===== src/rtl/seg_blink_pkg.sv =====
package seg_blink_pkg;
  localparam int RATE_W = 3;
  localparam int CTRL_W = RATE_W + 2;

  typedef struct packed {
    logic [RATE_W-1:0] rate;
    logic              global_blk;
    logic              plane_sel;
  } ctrl_t;
endpackage


===== src/rtl/seg_plane_ram.sv =====
module seg_plane_ram #(
  parameter int WORDS = 4,
  parameter int W     = 8,
  parameter int AW    = 3
) (
  input  logic               clk,
  input  logic               rst_n,
  input  logic               wr_en,
  input  logic [AW-1:0]      addr,
  input  logic [W-1:0]       wr_data,
  output logic [W-1:0]       rd_word,
  output logic [WORDS*W-1:0] bits
);
  logic [WORDS-1:0][W-1:0] mem;

  for (genvar g = 0; g < WORDS; g++) begin : g_word
    always_ff @(posedge clk or negedge rst_n) begin
      if (!rst_n) mem[g] <= '0;
      else if (wr_en && addr == AW'(g)) mem[g] <= wr_data;
    end
  end

  always_comb begin
    rd_word = '0;
    for (int k = 0; k < WORDS; k++)
      if (addr == AW'(k)) rd_word = mem[k];
  end

  assign bits = mem;

  p_plane_hold_r10: assert property (@(posedge clk) disable iff (!rst_n)
    !wr_en |=> $stable(mem));
endmodule


===== src/rtl/seg_blink_phase.sv =====
module seg_blink_phase (
  input  logic clk,
  input  logic rst_n,
  input  logic tick,
  output logic phase_off
);
  always_ff @(posedge clk or negedge rst_n) begin
    if (!rst_n) phase_off <= 1'b0;
    else if (tick) phase_off <= ~phase_off;
  end

  p_phase_toggle_r5: assert property (@(posedge clk) disable iff (!rst_n)
    tick |=> phase_off != $past(phase_off));
  p_phase_hold_r5: assert property (@(posedge clk) disable iff (!rst_n)
    !tick |=> $stable(phase_off));
endmodule


===== src/rtl/seg_frame_mux.sv =====
module seg_frame_mux #(
  parameter int NUM_SEG = 32
) (
  input  logic               clk,
  input  logic               rst_n,
  input  logic               frame,
  input  logic [NUM_SEG-1:0] disp,
  input  logic [NUM_SEG-1:0] blink_en,
  input  logic               all_blink,
  input  logic               phase_off,
  output logic [NUM_SEG-1:0] seg_out
);
  for (genvar s = 0; s < NUM_SEG; s++) begin : g_seg
    logic blank;
    assign blank = phase_off & (blink_en[s] | all_blink);
    always_ff @(posedge clk or negedge rst_n) begin
      if (!rst_n) seg_out[s] <= 1'b0;
      else if (frame) seg_out[s] <= disp[s] & ~blank;
    end
  end

  p_frame_only_r9: assert property (@(posedge clk) disable iff (!rst_n)
    !frame |=> $stable(seg_out));
endmodule


===== src/rtl/seg_blink_ctrl.sv =====
module seg_blink_ctrl
  import seg_blink_pkg::*;
#(
  parameter int NUM_SEG = 32,
  parameter int BUS_W   = 8,
  parameter int ADDR_W  = $clog2(NUM_SEG / BUS_W + 1)
) (
  input  logic               clk,
  input  logic               rst_n,
  input  logic [ADDR_W-1:0]  bus_addr,
  input  logic [BUS_W-1:0]   bus_wdata,
  input  logic               bus_we,
  output logic [BUS_W-1:0]   bus_rdata,
  input  logic               blink_tick,
  input  logic               frame_tick,
  input  logic               stop,
  output logic [RATE_W-1:0]  rate_sel,
  output logic [NUM_SEG-1:0] seg_out
);
  localparam int WORDS = NUM_SEG / BUS_W;
  localparam logic [ADDR_W-1:0] CTRL_ADDR = ADDR_W'(WORDS);

  ctrl_t              ctrl_q;
  logic               wr_ok;
  logic [BUS_W-1:0]   disp_rd, blink_rd;
  logic [NUM_SEG-1:0] disp_bits, blink_bits;
  logic               phase_off;
  logic               all_blink;

  assign wr_ok     = bus_we & ~stop;
  assign all_blink = ctrl_q.global_blk & ctrl_q.plane_sel;
  assign rate_sel  = ctrl_q.rate;

  always_ff @(posedge clk or negedge rst_n) begin
    if (!rst_n) ctrl_q <= '0;
    else if (wr_ok && bus_addr == CTRL_ADDR) ctrl_q <= ctrl_t'(bus_wdata[CTRL_W-1:0]);
  end

  seg_plane_ram #(.WORDS(WORDS), .W(BUS_W), .AW(ADDR_W)) u_disp (
    .clk(clk), .rst_n(rst_n), .wr_en(wr_ok & ~ctrl_q.plane_sel),
    .addr(bus_addr), .wr_data(bus_wdata), .rd_word(disp_rd), .bits(disp_bits));

  seg_plane_ram #(.WORDS(WORDS), .W(BUS_W), .AW(ADDR_W)) u_blink (
    .clk(clk), .rst_n(rst_n), .wr_en(wr_ok & ctrl_q.plane_sel),
    .addr(bus_addr), .wr_data(bus_wdata), .rd_word(blink_rd), .bits(blink_bits));

  seg_blink_phase u_phase (
    .clk(clk), .rst_n(rst_n), .tick(blink_tick), .phase_off(phase_off));

  seg_frame_mux #(.NUM_SEG(NUM_SEG)) u_mux (
    .clk(clk), .rst_n(rst_n), .frame(frame_tick), .disp(disp_bits),
    .blink_en(blink_bits), .all_blink(all_blink), .phase_off(phase_off),
    .seg_out(seg_out));

  always_comb begin
    if (bus_addr < CTRL_ADDR)
      bus_rdata = ctrl_q.plane_sel ? blink_rd : disp_rd;
    else if (bus_addr == CTRL_ADDR)
      bus_rdata = BUS_W'(ctrl_q);
    else
      bus_rdata = '0;
  end

  p_global_blank_r8: assert property (@(posedge clk) disable iff (!rst_n)
    (frame_tick && phase_off && all_blink) |=> seg_out == '0);
  p_on_phase_shows_r6: assert property (@(posedge clk) disable iff (!rst_n)
    (frame_tick && !phase_off) |=> seg_out == $past(disp_bits));
  p_stop_ctrl_hold_r10: assert property (@(posedge clk) disable iff (!rst_n)
    stop |=> $stable(ctrl_q));
  p_rate_mirror_r4: assert property (@(posedge clk) disable iff (!rst_n)
    rate_sel == ctrl_q.rate);
endmodule


===== config.mk =====
export PLATFORM = sky130hd
export DESIGN_NAME = seg_blink_ctrl
export DESIGN_NICKNAME = d
export VERILOG_FILES = /design/src/rtl/seg_blink_pkg.sv /design/src/rtl/seg_plane_ram.sv /design/src/rtl/seg_blink_phase.sv /design/src/rtl/seg_frame_mux.sv /design/src/rtl/seg_blink_ctrl.sv
export SDC_FILE = /design/constraint.sdc
export NUM_CORES = 1
export LEC_CHECK = 0
export ABC_AREA = 1
export BUFFER_PORTS_ARGS = -buffer_cell sky130_fd_sc_hd__buf_2
export CAP_MARGIN = 10
export CELL_PAD_IN_SITES_DETAIL_PLACEMENT = 0
export CELL_PAD_IN_SITES_GLOBAL_PLACEMENT = 2
export CORE_UTILIZATION = 35
export DETAILED_ROUTE_END_ITERATION = 10
export PLACE_DENSITY = 0.79
export SLEW_MARGIN = 30
export SYNTH_ARGS = -nofsm -noshare
export SYNTH_HDL_FRONTEND = slang
export SYNTH_SLANG_ARGS = --single-unit

===== constraint.sdc =====
create_clock -name clk -period 1.7 [get_ports clk]
set_clock_uncertainty 0.1 [all_clocks]
set_input_delay 0.17 -clock clk [delete_from_list [all_inputs] [get_ports clk]]
set_output_delay 0.17 -clock clk [all_outputs]
set_load 0.005 [all_outputs]

==> flow_summary.json <==
{
  "tightest_slew_ns": 0.610,
  "dieHeight_microns": 121,
  "synth.yosys.seq_area_share": 0.516,
  "via_count": 4079,
  "r2r_start": "ctrl_q[0]$_DFFE_PN0P_",
  "netlist_area_sq_mm": 0.00495,
  "grt_first_pass_wirelength_microns": 22900,
  "synth_edf_count": 0,
  "ys_ff_latch": 102,
  "portBuffers": 59,
  "die-area_sq_mm": 0.0146,
  "period_minus_slack_ns": 1.65,
  "cp_data_arrival_time_ns": 1.38,
  "reg2reg_slack_ns": 0.13,
  "worst-setup-path-type": "flop to output port",
  "p_leak_nw": 2.88,
  "cts_buffer_depth": 2,
  "rsz0062_at_grt": "true",
  "clk_latency_ns": 0.36,
  "cp-end-kind": "output port",
  "grt_overflow": 0,
  "drtIter0Drc": 327,
  "drt-wirelength-per-cell_microns": 17.4,
  "diodes": 0,
  "final_antenna_net_count": 0,
  "status": "complete, no violations",
  "final_common_cell": "nand2_1",
  "place_congestion": 0.876,
  "syn_nets": 590,
  "post-place-ws_ns": 0.0205,
  "maxSlewViolCount": 0,
  "hpwl_microns": 9910,
  "final_layout_size_suffix_gt1_frac": 0.239,
  "finalNonFillerCells": 821,
  "r2r_end": "u_disp.bits[17]$_DFFE_PN0P_",
  "max_freq_mhz": 604,
  "mostFrequentLayoutCells": "nand2_1 (134), dfrtp_1 (101), o21ai_0 (66)",
  "initial_core_util": 0.358,
  "setup_viol": 0,
  "grt_usage": 0.213,
  "clockRootBuffer": "clkbuf_16",
  "drc": 0,
  "dp_cells": 797,
  "numCtsBuffers": 9,
  "die_x_microns": 121,
  "grt_max_degree": 65,
  "rr_worst_depth": 6,
  "routed_wl_microns": 14300,
  "ys.flop_type": "dfrtp_1",
  "syn_inst": 573,
  "core_sq_mm": 0.0138,
  "powerDensity_mw_per_mm2": 1230,
  "maxCapViolations": 0,
  "crit_start": "ctrl_q[0]$_DFFE_PN0P_",
  "crit_end": "bus_rdata[6]",
  "critPathMaxFanout": 5,
  "worstPathRequired_ns": 1.43,
  "syn_to_final_growth_pct": 18.2,
  "nNetsFinal": 653,
  "hold_path.class": "primary input to flop",
  "cts_tree": "yes",
  "fillers": 1377,
  "multiInputGateArea_sq_mm": 0.00194,
  "yosysWarnings": 0,
  "slew_headroom": 0.593,
  "async_flop_share": 1.00,
  "peakVddDrop_v": 0.000465,
  "fin_crit_sh": 0.973,
  "grt_pass1_vias": 4047,
  "fin_hold_ws_ns": 0.156,
  "rows": 43,
  "clkSlewWorstSetupHoldPaths_ns": 0.07,
  "final-hold-violation-count": 0,
  "routed_via_density": 4.97,
  "num_io_pins": 60,
  "clock_sinks": 102,
  "syn_avg_cell_area_sq_um": 8.63,
  "htree_levels": 3,
  "setup_slack_ns": 0.0455,
  "first_pass_iters": 5,
  "cp-start-kind": "flop",
  "antenna_found_initial": 0,
  "ys_types": 25,
  "register_area_sq_mm": 0.00255
}
[cell type report]
type	count	area share
Multi-Input combinational cell	374	0.332
Tap cell	180	0.0385
Sequential cell	102	0.437
Timing Repair Buffer	82	0.0958
Clock inverter	6	0.0105
Inverter	67	0.0456
Clock buffer	10	0.0409
[layer usage]
layer	wire, microns	GRT usage
met2	6740	0.332
met4	195	0.0664
met5	0	0
met1	6810	0.297
met3	515	0.0432
[registers in the layout, indices dropped and copies added, names as in the netlist]
| name | flops |
|---|---|
| u_blink.bits | 32 |
| u_disp.bits | 32 |
| u_mux.seg_out | 32 |
| rate_sel | 3 |
| ctrl_q | 2 |
| u_phase.phase_off | 1 |
[cells in the mapped netlist (2+ instances only)]
| cell | count | area [sq um] |
|---|---|---|
| o21ai_2 | 25 | 219 |
| buf_4 | 4 | 30.0 |
| dfrtp_1 | 102 | 2550 |
| nor2_1 | 9 | 33.8 |
| nand4_1 | 10 | 62.6 |
| nand2_1 | 136 | 510 |
| o21ai_1 | 45 | 225 |
| inv_1 | 62 | 233 |
| buf_2 | 6 | 30.0 |
| nor3_4 | 2 | 32.5 |
| nand2_2 | 6 | 37.5 |
| buf_6 | 10 | 113 |
| nand3_1 | 58 | 290 |
| nor2_2 | 2 | 12.5 |
| buf_1 | 3 | 11.3 |
| nor2_8 | 2 | 40.0 |
| o21ai_0 | 69 | 345 |
| inv_4 | 4 | 25.0 |
| nand2_4 | 6 | 67.6 |
| clkbuf_1 | 7 | 26.3 |
[report_power, final]
group	internal [mW]	switching (mW)	total (mW)
logic	0.736	0.974	1.71
registers	2.93	0.389	3.32
clock network	1.18	0.955	2.13
[critical path: stages, from the launching register on]
cell and delay (ns):
dfrtp_2 0.45, clkinv_4 0.09, buf_4 0.14, nand3_1 0.08, nor2_1 0.10, nor2_1 0.05, buf_2 0.12
[worst min path at each step]
stage	startpoint	endpoint	slack (ns)	cells after the start
after floorplan	rst_n	ctrl_q[0]$_DFFE_PN0P_	-0.23	0
after global placement	rst_n	u_disp.bits[5]$_DFFE_PN0P_	0.01	1
after detailed placement	rst_n	u_disp.bits[2]$_DFFE_PN0P_	0.02	1
after CTS	bus_wdata[6]	u_blink.bits[6]$_DFFE_PN0P_	0.15	3
after global routing	bus_wdata[6]	u_disp.bits[6]$_DFFE_PN0P_	0.19	3
final	bus_wdata[6]	u_blink.bits[14]$_DFFE_PN0P_	0.16	3
[through the flow]
step | utilization | total power, mW | area [sq um] | TNS (ns)
finish | 0.423 | 7.16 | 5850 | 0
global route | 0.423 | 7.62 | 5850 | -0.174
CTS | 0.419 | 7.20 | 5790 | 0
detailed placement | 0.393 | 5.01 | 5440 | 0
global placement | 0.393 | 4.98 | 5440 | 0
floorplan | - | 4.25 | 4950 | 0
[kinds of logic (layout without fill, tap and decap cells)]
family                 after synthesis  count (layout)  synth area share
flip-flops                         102             102             0.516
AND/OR/NAND/NOR                    234             234             0.227
XOR/XNOR                             1               1           0.00177
AO/OA/AOI/OAI                      139             139             0.160
buffers and inverters               97             165            0.0953
[what timing repair did]
item                       CTS  global route
pin swaps                    1             5
buffers inserted             1             5
gates resized for setup      4            11
setup endpoints to repair    2             6
hold buffers                 2             0
hold endpoints to repair    62             0
Note: power is estimated with default switching activity, not from simulation.
